**config.mk**
```make
export PLATFORM = sky130hd
export DESIGN_NAME = pcm_serial_rx
export DESIGN_NICKNAME = d
export VERILOG_FILES = /design/src/rtl/pcm_rx_pkg.sv /design/src/rtl/rx_sync.sv /design/src/rtl/rx_slot_capture.sv /design/src/rtl/rx_frame_pair.sv /design/src/rtl/pcm_serial_rx.sv
export SDC_FILE = /design/constraint.sdc
export NUM_CORES = 1
export LEC_CHECK = 0
export BUFFER_PORTS_ARGS = -buffer_cell sky130_fd_sc_hd__buf_2
export CORE_UTILIZATION = 60
export CTS_BUF_LIST = sky130_fd_sc_hd__clkbuf_4 sky130_fd_sc_hd__clkbuf_8
export DETAILED_ROUTE_END_ITERATION = 8
export PLACE_DENSITY_LB_ADDON = 0.05
export SETUP_SLACK_MARGIN = 0.02
export SLEW_MARGIN = 20
export SYNTH_ARGS = -nofsm -noshare
export SYNTH_HDL_FRONTEND = slang
export SYNTH_SLANG_ARGS = --single-unit
```
**constraint.sdc**
```tcl
create_clock -name clk -period 6.2 [get_ports clk]
set_input_delay 0.93 -clock clk [delete_from_list [all_inputs] [get_ports clk]]
set_output_delay 0.93 -clock clk [all_outputs]
set_load 0.05 [all_outputs]
```
**src/rtl/pcm_rx_pkg.sv**
```systemverilog
package pcm_rx_pkg;
  localparam int SAMPLE_W = 24;
  localparam int NARROW_W = 16;
  localparam int PAD_W    = SAMPLE_W - NARROW_W;
  localparam int CNT_W    = $clog2(SAMPLE_W + 1);

  typedef enum logic [1:0] {
    FMT_RJ16 = 2'd0,
    FMT_RJ24 = 2'd1,
    FMT_LJ24 = 2'd2,
    FMT_I2S  = 2'd3
  } fmt_e;

  // right-aligned word: tail of the history register, narrow words padded low
  function automatic logic [SAMPLE_W-1:0] tail_word(input logic [SAMPLE_W-1:0] hist,
                                                     input logic narrow);
    if (narrow) return {hist[NARROW_W-1:0], {PAD_W{1'b0}}};
    return hist;
  endfunction

  // delayed-MSB word: if the half was too short, the boundary bit is the LSB
  function automatic logic [SAMPLE_W-1:0] delayed_word(input logic [SAMPLE_W-1:0] acc,
                                                        input logic [CNT_W-1:0] n,
                                                        input logic edge_bit);
    logic [SAMPLE_W-1:0] t;
    if (n >= CNT_W'(SAMPLE_W)) return acc;
    t = {acc[SAMPLE_W-2:0], edge_bit};
    return t << (CNT_W'(SAMPLE_W - 1) - n);
  endfunction
endpackage

```
**src/rtl/rx_sync.sv**
```systemverilog
module rx_sync #(
  parameter int STAGES = 2,
  parameter int W      = 4
) (
  input  logic         clk,
  input  logic         rst_n,
  input  logic [W-1:0] d_i,
  output logic [W-1:0] q_o
);
  logic [W-1:0] pipe [STAGES];

  always_ff @(posedge clk or negedge rst_n) begin
    if (!rst_n) pipe[0] <= '0;
    else        pipe[0] <= d_i;
  end

  for (genvar g = 1; g < STAGES; g++) begin : g_stage
    always_ff @(posedge clk or negedge rst_n) begin
      if (!rst_n) pipe[g] <= '0;
      else        pipe[g] <= pipe[g-1];
    end
  end

  assign q_o = pipe[STAGES-1];
endmodule

```
**src/rtl/rx_slot_capture.sv**
```systemverilog
module rx_slot_capture
  import pcm_rx_pkg::*;
(
  input  logic                clk,
  input  logic                rst_n,
  input  fmt_e                fmt_i,
  input  logic                bck_i,
  input  logic                lr_i,
  input  logic                dat_i,
  output logic                word_stb_o,
  output logic [SAMPLE_W-1:0] word_o,
  output logic                word_lr_o
);
  logic                bck_q;
  logic                lr_prev;
  logic                armed;
  logic [SAMPLE_W-1:0] hist;
  logic [SAMPLE_W-1:0] acc;
  logic [CNT_W-1:0]    acc_n;
  logic [SAMPLE_W-1:0] done_word;

  // named internal events
  logic bit_rise;
  logic half_edge;
  assign bit_rise  = bck_i & ~bck_q;
  assign half_edge = bit_rise & (lr_i != lr_prev);

  always_comb begin
    unique case (fmt_i)
      FMT_RJ16: done_word = tail_word(hist, 1'b1);
      FMT_RJ24: done_word = tail_word(hist, 1'b0);
      FMT_LJ24: done_word = acc;
      default:  done_word = delayed_word(acc, acc_n, dat_i);
    endcase
  end

  always_ff @(posedge clk or negedge rst_n) begin
    if (!rst_n) begin
      bck_q      <= 1'b0;
      lr_prev    <= 1'b0;
      armed      <= 1'b0;
      hist       <= '0;
      acc        <= '0;
      acc_n      <= '0;
      word_stb_o <= 1'b0;
      word_o     <= '0;
      word_lr_o  <= 1'b0;
    end else begin
      bck_q      <= bck_i;
      word_stb_o <= 1'b0;
      if (bit_rise) begin
        hist    <= {hist[SAMPLE_W-2:0], dat_i};
        lr_prev <= lr_i;
        if (half_edge) begin
          armed <= 1'b1;
          if (armed) begin
            word_stb_o <= 1'b1;
            word_o     <= done_word;
            word_lr_o  <= lr_prev;
          end
          if (fmt_i == FMT_LJ24) begin
            acc   <= {{(SAMPLE_W-1){1'b0}}, dat_i};
            acc_n <= CNT_W'(1);
          end else begin
            acc   <= '0;
            acc_n <= '0;
          end
        end else if (acc_n < CNT_W'(SAMPLE_W)) begin
          acc   <= {acc[SAMPLE_W-2:0], dat_i};
          acc_n <= acc_n + CNT_W'(1);
        end
      end
    end
  end


  word_on_rise_chk: assert property (@(posedge clk) disable iff (!rst_n)
    word_stb_o |-> $past(bit_rise));


  word_after_arm_chk: assert property (@(posedge clk) disable iff (!rst_n)
    word_stb_o |-> $past(armed));
endmodule

```
**src/rtl/rx_frame_pair.sv**
```systemverilog
module rx_frame_pair
  import pcm_rx_pkg::*;
(
  input  logic                clk,
  input  logic                rst_n,
  input  logic                word_stb_i,
  input  logic [SAMPLE_W-1:0] word_i,
  input  logic                is_left_i,
  output logic [SAMPLE_W-1:0] left_o,
  output logic [SAMPLE_W-1:0] right_o,
  output logic                valid_o
);
  logic                have_left;
  logic [SAMPLE_W-1:0] left_hold;

  always_ff @(posedge clk or negedge rst_n) begin
    if (!rst_n) begin
      have_left <= 1'b0;
      left_hold <= '0;
      left_o    <= '0;
      right_o   <= '0;
      valid_o   <= 1'b0;
    end else begin
      valid_o <= 1'b0;
      if (word_stb_i) begin
        if (is_left_i) begin
          left_hold <= word_i;
          have_left <= 1'b1;
        end else if (have_left) begin
          left_o    <= left_hold;
          right_o   <= word_i;
          valid_o   <= 1'b1;
          have_left <= 1'b0;
        end
      end
    end
  end


  valid_single_chk: assert property (@(posedge clk) disable iff (!rst_n)
    valid_o |=> !valid_o);


  valid_needs_left_chk: assert property (@(posedge clk) disable iff (!rst_n)
    valid_o |-> $past(have_left));


  pair_hold_chk: assert property (@(posedge clk) disable iff (!rst_n)
    !valid_o |-> ($stable(left_o) && $stable(right_o)));
endmodule

```
**src/rtl/pcm_serial_rx.sv**
```systemverilog
module pcm_serial_rx
  import pcm_rx_pkg::*;
#(
  parameter int SYNC_STAGES = 2
) (
  input  logic                clk,
  input  logic                rst_n,
  input  logic                bck_i,
  input  logic                lrck_i,
  input  logic                sdata1_i,
  input  logic                sdata2_i,
  input  logic [1:0]          fmt_i,
  input  logic [1:0]          src_sel_i,
  output logic [SAMPLE_W-1:0] left_o,
  output logic [SAMPLE_W-1:0] right_o,
  output logic                valid_o,
  output logic                bypass_o
);
  logic [3:0]          raw_in;
  logic [3:0]          syn;
  logic                dat_sel;
  fmt_e                fmt_act;
  logic                word_stb;
  logic [SAMPLE_W-1:0] word;
  logic                word_lr;
  logic                word_is_left;

  assign raw_in = {sdata2_i, sdata1_i, lrck_i, bck_i};

  rx_sync #(.STAGES(SYNC_STAGES), .W(4)) u_sync (
    .clk   (clk),
    .rst_n (rst_n),
    .d_i   (raw_in),
    .q_o   (syn)
  );

  always_comb begin
    unique case (src_sel_i)
      2'b00:   dat_sel = syn[2];
      2'b01,
      2'b10:   dat_sel = syn[3];
      default: dat_sel = 1'b0;
    endcase
  end

  assign bypass_o = (src_sel_i == 2'b10);

  always_ff @(posedge clk or negedge rst_n) begin
    if (!rst_n)       fmt_act <= FMT_I2S;
    else if (valid_o) fmt_act <= fmt_e'(fmt_i);
  end

  rx_slot_capture u_cap (
    .clk        (clk),
    .rst_n      (rst_n),
    .fmt_i      (fmt_act),
    .bck_i      (syn[0]),
    .lr_i       (syn[1]),
    .dat_i      (dat_sel),
    .word_stb_o (word_stb),
    .word_o     (word),
    .word_lr_o  (word_lr)
  );

  assign word_is_left = (fmt_act == FMT_I2S) ? ~word_lr : word_lr;

  rx_frame_pair u_pair (
    .clk        (clk),
    .rst_n      (rst_n),
    .word_stb_i (word_stb),
    .word_i     (word),
    .is_left_i  (word_is_left),
    .left_o     (left_o),
    .right_o    (right_o),
    .valid_o    (valid_o)
  );


  fmt_reload_chk: assert property (@(posedge clk) disable iff (!rst_n)
    !$stable(fmt_act) |-> $past(valid_o));


  narrow_fill_chk: assert property (@(posedge clk) disable iff (!rst_n)
    (valid_o && fmt_act == FMT_RJ16) |->
      (left_o[PAD_W-1:0] == '0 && right_o[PAD_W-1:0] == '0));
endmodule

```
# --- Word-level counts from Yosys, hierarchy flattened ---
# Cells that the tools add are included.
totals:
  wordCells: 65
  inputBits: 10
  reg_bits: 166
op_classes:
  n_reduce_logical: 10
  n_shift: 1
  n_eq_ne: 6
  bitwise_logic: 5
  order_cmp: 2
  addsub: 2
  n_mux: 22
op_table:
  columns: ["op", "n"]
  rows:
  - ["24-bit 2-to-1 mux", 5]
  - ["24-bit case mux with 3 select lines", 1]
  - ["24-bit by 5-bit left shift with 24-bit output", 1]
  - ["1-bit 2-to-1 mux", 13]
  - ["5-bit 2-to-1 mux", 2]
  - ["2-bit == test (second input constant)", 3]
  - ["2-bit AND reduction", 3]
  - ["3-bit AND reduction", 2]
  - ["5-bit by 1-bit adder with 5-bit output (second input constant)", 1]
  - ["5-bit >= comparator (second input constant)", 1]
  - ["5-bit less-than comparator (second input constant)", 1]
  - ["5-bit subtractor (first input constant)", 1]
  - ["2-bit by 1-bit == test with 1-bit output (second input constant)", 2]
  - ["2-bit logical NOT", 2]
  - ["1-bit inverter", 3]
  - ["3-bit OR reduction", 1]
  - ["1-bit AND", 2]
  - ["1-bit case mux with 2 select lines", 1]
  - ["2-bit nonzero test", 1]
  - ["2-bit OR reduction", 1]
  - ["1-bit inequality test", 1]

# --- Longest topological paths before layout ---
depth:
  ltp_word: 6
  mapped_depth: 8
  depth_no_buf: 7

# --- By module ---
# Synthesis repeated with hierarchy kept, for this count alone.
unflattened:
  cells_unflattened: 779
  area_unflattened_um2: 8365.5
by_module_without_submodules:
  columns: ["mod", "cells_per_inst", "n_inst", "area_each_um2", "seq_area_each_um2"]
  rows:
  - ["rx_slot_capture", 596, 1, 5208.7, 2052.0]
  - ["rx_frame_pair", 158, 1, 2782.7, 1851.8]
  - ["rx_sync", 12, 1, 230.2, 200.2]
  - ["pcm_serial_rx", 13, 1, 143.9, 52.6]

# --- Least setup slack after synthesis ---
# OpenSTA, ideal clock, no wires.
synth_timing:
  path_type: "in2reg"
  startpoint: "in src_sel_i[0]"
  endpoint: "reg u_cap.word_o[5]"
  t_required_ps: 6064
  path_buffers: 0
  arrival_time_ps: 2456
  setup_time_ps: 136
  slack_ps: 3608
  path_stages: 7
  cell_sequence: "inv_1 -> ha_1 -> a22oi_1 -> o41ai_2 -> mux2_2 -> a222oi_1 -> o41ai_1"
synth_via:
  elab_chain_len: 6
synth_rtl:
  columns: ["item", "line_no", "text"]
  rows:
  - ["start: declaration", "pcm_serial_rx.sv:13", "input logic [1:0] src_sel_i,"]
  - ["2-bit == test / 2-bit by 1-bit == test with 1-bit output (equally long branches)", "pcm_serial_rx.sv:38", "unique case (src_sel_i)"]
  - ["2-bit OR reduction", "pcm_serial_rx.sv:38", null]
  - ["1-bit case mux with 2 select lines (*)", "pcm_serial_rx.sv:38", null]
  - ["24-bit by 5-bit left shift with 24-bit output (*)", "pcm_rx_pkg.sv:28", "return t << (CNT_W'(SAMPLE_W - 1) - n);"]
  - ["24-bit 2-to-1 mux (*)", "pcm_rx_pkg.sv:27", "t = {acc[SAMPLE_W-2:0], edge_bit};"]
  - ["24-bit case mux with 3 select lines (*)", "rx_slot_capture.sv:29", "unique case (fmt_i)"]
  - ["end signal: assignment", "rx_slot_capture.sv:58", "word_o <= done_word;"]
  - ["end: declaration", "rx_slot_capture.sv:11", "output logic [SAMPLE_W-1:0] word_o,"]
# Mark *: on every way between the ends. The rest lies on a longest branch, timed or not.
# A chain may end at the register's enable or synchronous reset.

# --- Worst setup path in the final report ---
layout_timing:
  startpoint: "reg u_sync.pipe, in the netlist u_sync.q_o[0]"
  endpoint: "reg u_cap.word_o[20]"
layout_via:
  elab_chain_len: 3
layout_rtl:
  columns: ["item", "line_no", "text"]
  rows:
  - ["start: declaration", "rx_sync.sv:10", "logic [W-1:0] pipe [STAGES];"]
  - ["start signal: indexed assignment", "rx_sync.sv:20", "else pipe[g] <= pipe[g-1];"]
  - ["1-bit AND (*)", "rx_slot_capture.sv:25", "assign bit_rise = bck_i & ~bck_q;"]
  - ["1-bit AND", "rx_slot_capture.sv:26", "assign half_edge = bit_rise & (lr_i != lr_prev);"]
  - ["3-bit AND reduction (no source line) (*)", null, null]
# Marks and branches as above.

==> flow_summary.ini <==
[outcome]
status = finished clean

[finish]
syn_to_final_growth_pct = 8.33
diodes = 0
nNetsFinal = 793
drive_above_1_share_pct = 19.3
fin_cells = 967

[synth]
yosys_warnings = 0
synth.top_cell.area_share_pct = 49.5
synth_cells = 758
synth_edf_count = 0
synth.yosys.seq_area_share_pct = 50.2
syn_nets = 773
synth_area_sq_um = 8290
ys_ff_latch = 166
synth_area_leader_cell = dfrtp_1
synth_area_leaders = dfrtp_1 (50%), mux2_1 (10%), nand2_1 (6.6%)
yosysUniqueCellTypes = 63
async_flop_share_pct = 100
synth_area_per_cell_sq_um = 10.9
synthFlopType = dfrtp_1

[floorplan]
dieArea_sq_um = 14300
start_util_pct = 62.1
rows = 42
ioPinCount = 60
die_w_microns = 120
die_h_microns = 120
core_area_sq_um = 13300

[sta]
setup_violations = 0
max_freq_ghz = 0.296
drv_slew = 0
maxSlewHeadroom_pct = 33.5
fin_setup_tns_ns = 0
worst_pin_slew_ns = 0.995
timing_hold_violations_final = 0
finClkSkew_ns = 0.0152
finalCriticalPeriod_ns = 3.38
timing.final.crit_share_pct = 54.6
grt_setup_unrepaired = false

[setup_path]
worstPathArrival_ns = 3.76
critical_path_required_ns = 6.58
endpoint_kind = register
worstSetupPathType = register to register
cp_max_fo = 35
start_kind = register

[drt]
ant_nets = 0
dr.pass1.iters = 9
drt_wl_total_microns = 21500
drtIter0Drc = 484
route.detailed.drc = 0
routedWlPerCell_microns = 22.2
num_vias = 6193
viasPerCell = 6.40

[placed_design]
dp.cells = 935
place_hpwl_microns = 14700
port_buffers = 59
routabilityCongestion = 0.932

[grt]
track_usage_pct = 31.8
antenna_found_initial = 0
grt_max_degree = 107
grt_pass1_vias = 5964
grt_pass1_wl_microns = 34100
overflow = 0

[power]
p_per_area_nw_per_um2 = 424
p_leak_nw = 4.21
vdd_drop_max_mv = 0.360

[hold_path]
hold_path_class = register to register

[clocking]
cts_buffers = 17
clk_latency_ns = 0.47
cts_setup_buffers = 0
cts_root_buffer = clkbuf_8
cts_max_level = 4
cts_tree = done
cts.sinks = 166
post_cts_resized = 0
cts_buffer_depth = 2
clkTransAtPathRegs_ns = 0.09
hold_buffers = 0

[flow_run]
cap_violations = 0
==> layout by cell type (no fill, tap or decap), types with 4 or more instances in the layout <==
cell type,synthesis,layout
o21ai_0,9,9
nor2b_1,8,8
nand2b_1,11,11
o31ai_1,4,4
mux2i_1,22,22
clkbuf_8,0,21
nor3_1,11,11
a21oi_1,49,49
nor2_1,32,32
buf_2,14,58
mux2_1,76,76
dfrtp_1,164,164
o21ai_1,9,9
buf_4,7,10
inv_1,4,4
mux2_2,18,18
a221oi_1,16,16
ha_1,5,5
a31oi_1,4,4
mux4_2,22,22
nand2_1,146,146
xor2_1,4,4
nand3_1,8,8
o22ai_1,11,11
==> flip-flops by register name, summed over array words and instances (netlist names), 2 cells and up <==
name              cells
fmt_act               2
u_cap.acc            24
u_cap.acc_n           5
u_cap.hist           24
u_cap.word_o         24
u_pair.left_hold     24
u_pair.left_o        24
u_pair.right_o       24
u_sync.pipe           4
u_sync.q_o            4
==> final timing paths <==
| path | start | endpoint | slack (ns) | cells after the start |
|---|---|---|---|---|
| setup / recovery | u_sync.q_o[0]$_DFF_PN0_ | u_cap.word_o[20]$_DFFE_PN0P_ | 2.82 | 7 |
| hold / removal | u_sync.pipe[6]$_DFF_PN0_ | u_sync.q_o[2]$_DFF_PN0_ | 0.35 | 0 |
| setup reg to reg | u_sync.q_o[0]$_DFF_PN0_ | u_cap.word_o[20]$_DFFE_PN0P_ | 2.82 | 7 |
| hold reg to reg | u_sync.pipe[6]$_DFF_PN0_ | u_sync.q_o[2]$_DFF_PN0_ | 0.35 | 0 |
| max in group asynchronous | rst_n | u_cap.acc[1]$_DFFE_PN0P_ | 4.26 | 2 |
| min in group asynchronous | rst_n | u_pair.left_hold[19]$_DFFE_PN0P_ | 0.57 | 1 |
==> cell type report <==
cell class	count	area, sq um
timing repair buffer	69	377
tap	176	220
clock buffer	23	304
inverter	6	22.5
multi-input combinational	518	3810
fill	1036	4370
clock inverter	9	91.3
sequential	166	4160
==> synthesized netlist by cell type (all sizes together) (2+ instances only) <==
cell type	instances
a2bb2oi	2
buf	25
nor2	32
o21ai	18
ha	5
and3	2
nand2b	11
o41ai	3
a221oi	16
o22ai	11
a32o	2
or2	4
dfrtp	164
mux2	94
nand2	146
a21oi	49
clkbuf	43
inv	6
o21a	2
a221o	3
nor3	11
nor4b	2
o211ai	3
a31oi	4
mux2i	22
a211oi	3
and2	4
o31ai	4
mux4	22
nor2b	8
nand3	9
xor2	4
a22oi	3
xnor2	3
dfstp	2
==> metrics by stage <==
step / instance area, sq um / util [%] / setup WS [ns] / hold WS [ns] / power [mW]
2_1_floorplan: 8290 / - / 3.61 / 0.331 / 2.66
3_3_place_gp: 8580 / 64.3 / 2.96 / 0.335 / 3.00
3_5_place_dp: 8580 / 64.3 / 2.85 / 0.337 / 3.05
4_1_cts: 8970 / 67.2 / 2.84 / 0.356 / 3.81
5_1_grt: 8980 / 67.3 / 2.56 / 0.357 / 3.98
6_report: 8980 / 67.3 / 2.82 / 0.355 / 3.81
==> logic make-up after synthesis <==
logic type	share of synthesized area, %
AOI/OAI and AO/OA	10.7
xor gates and xnor gates	0.740
adders and majority gates	0.755
buffers and inverters	3.97
DFF	50.2
muxes	21.4
and+or+nand+nor	12.3
==> layer usage <==
| layer | up-vias | wire, microns | GRT usage (%) |
|---|---|---|---|
| met2 | 266 | 10100 | 48.7 |
| met5 | - | 0 | 0 |
| met4 | 0 | 544 | 10.8 |
| li1 | 2748 | - | - |
| met1 | 3140 | 9380 | 45.4 |
| met3 | 39 | 1440 | 6.94 |
==> worst max-delay path, stage by stage, from the launching register on <==
cell,delay [ns]
dfrtp_1,0.37
nor2b_1,0.13
buf_4,0.27
nand3_2,0.60
inv_2,0.61
nand2_1,0.42
or4_1,0.62
o31ai_1,0.25
==> report_power, final <==
group          switching, mW  internal [mW]  total (mW)
registers              0.259           1.36        1.62
clock network          0.403          0.372       0.775
logic                  0.936          0.475        1.41
total                   1.60           2.21        3.81
No activity file was read; power rests on OpenSTA's default activity.
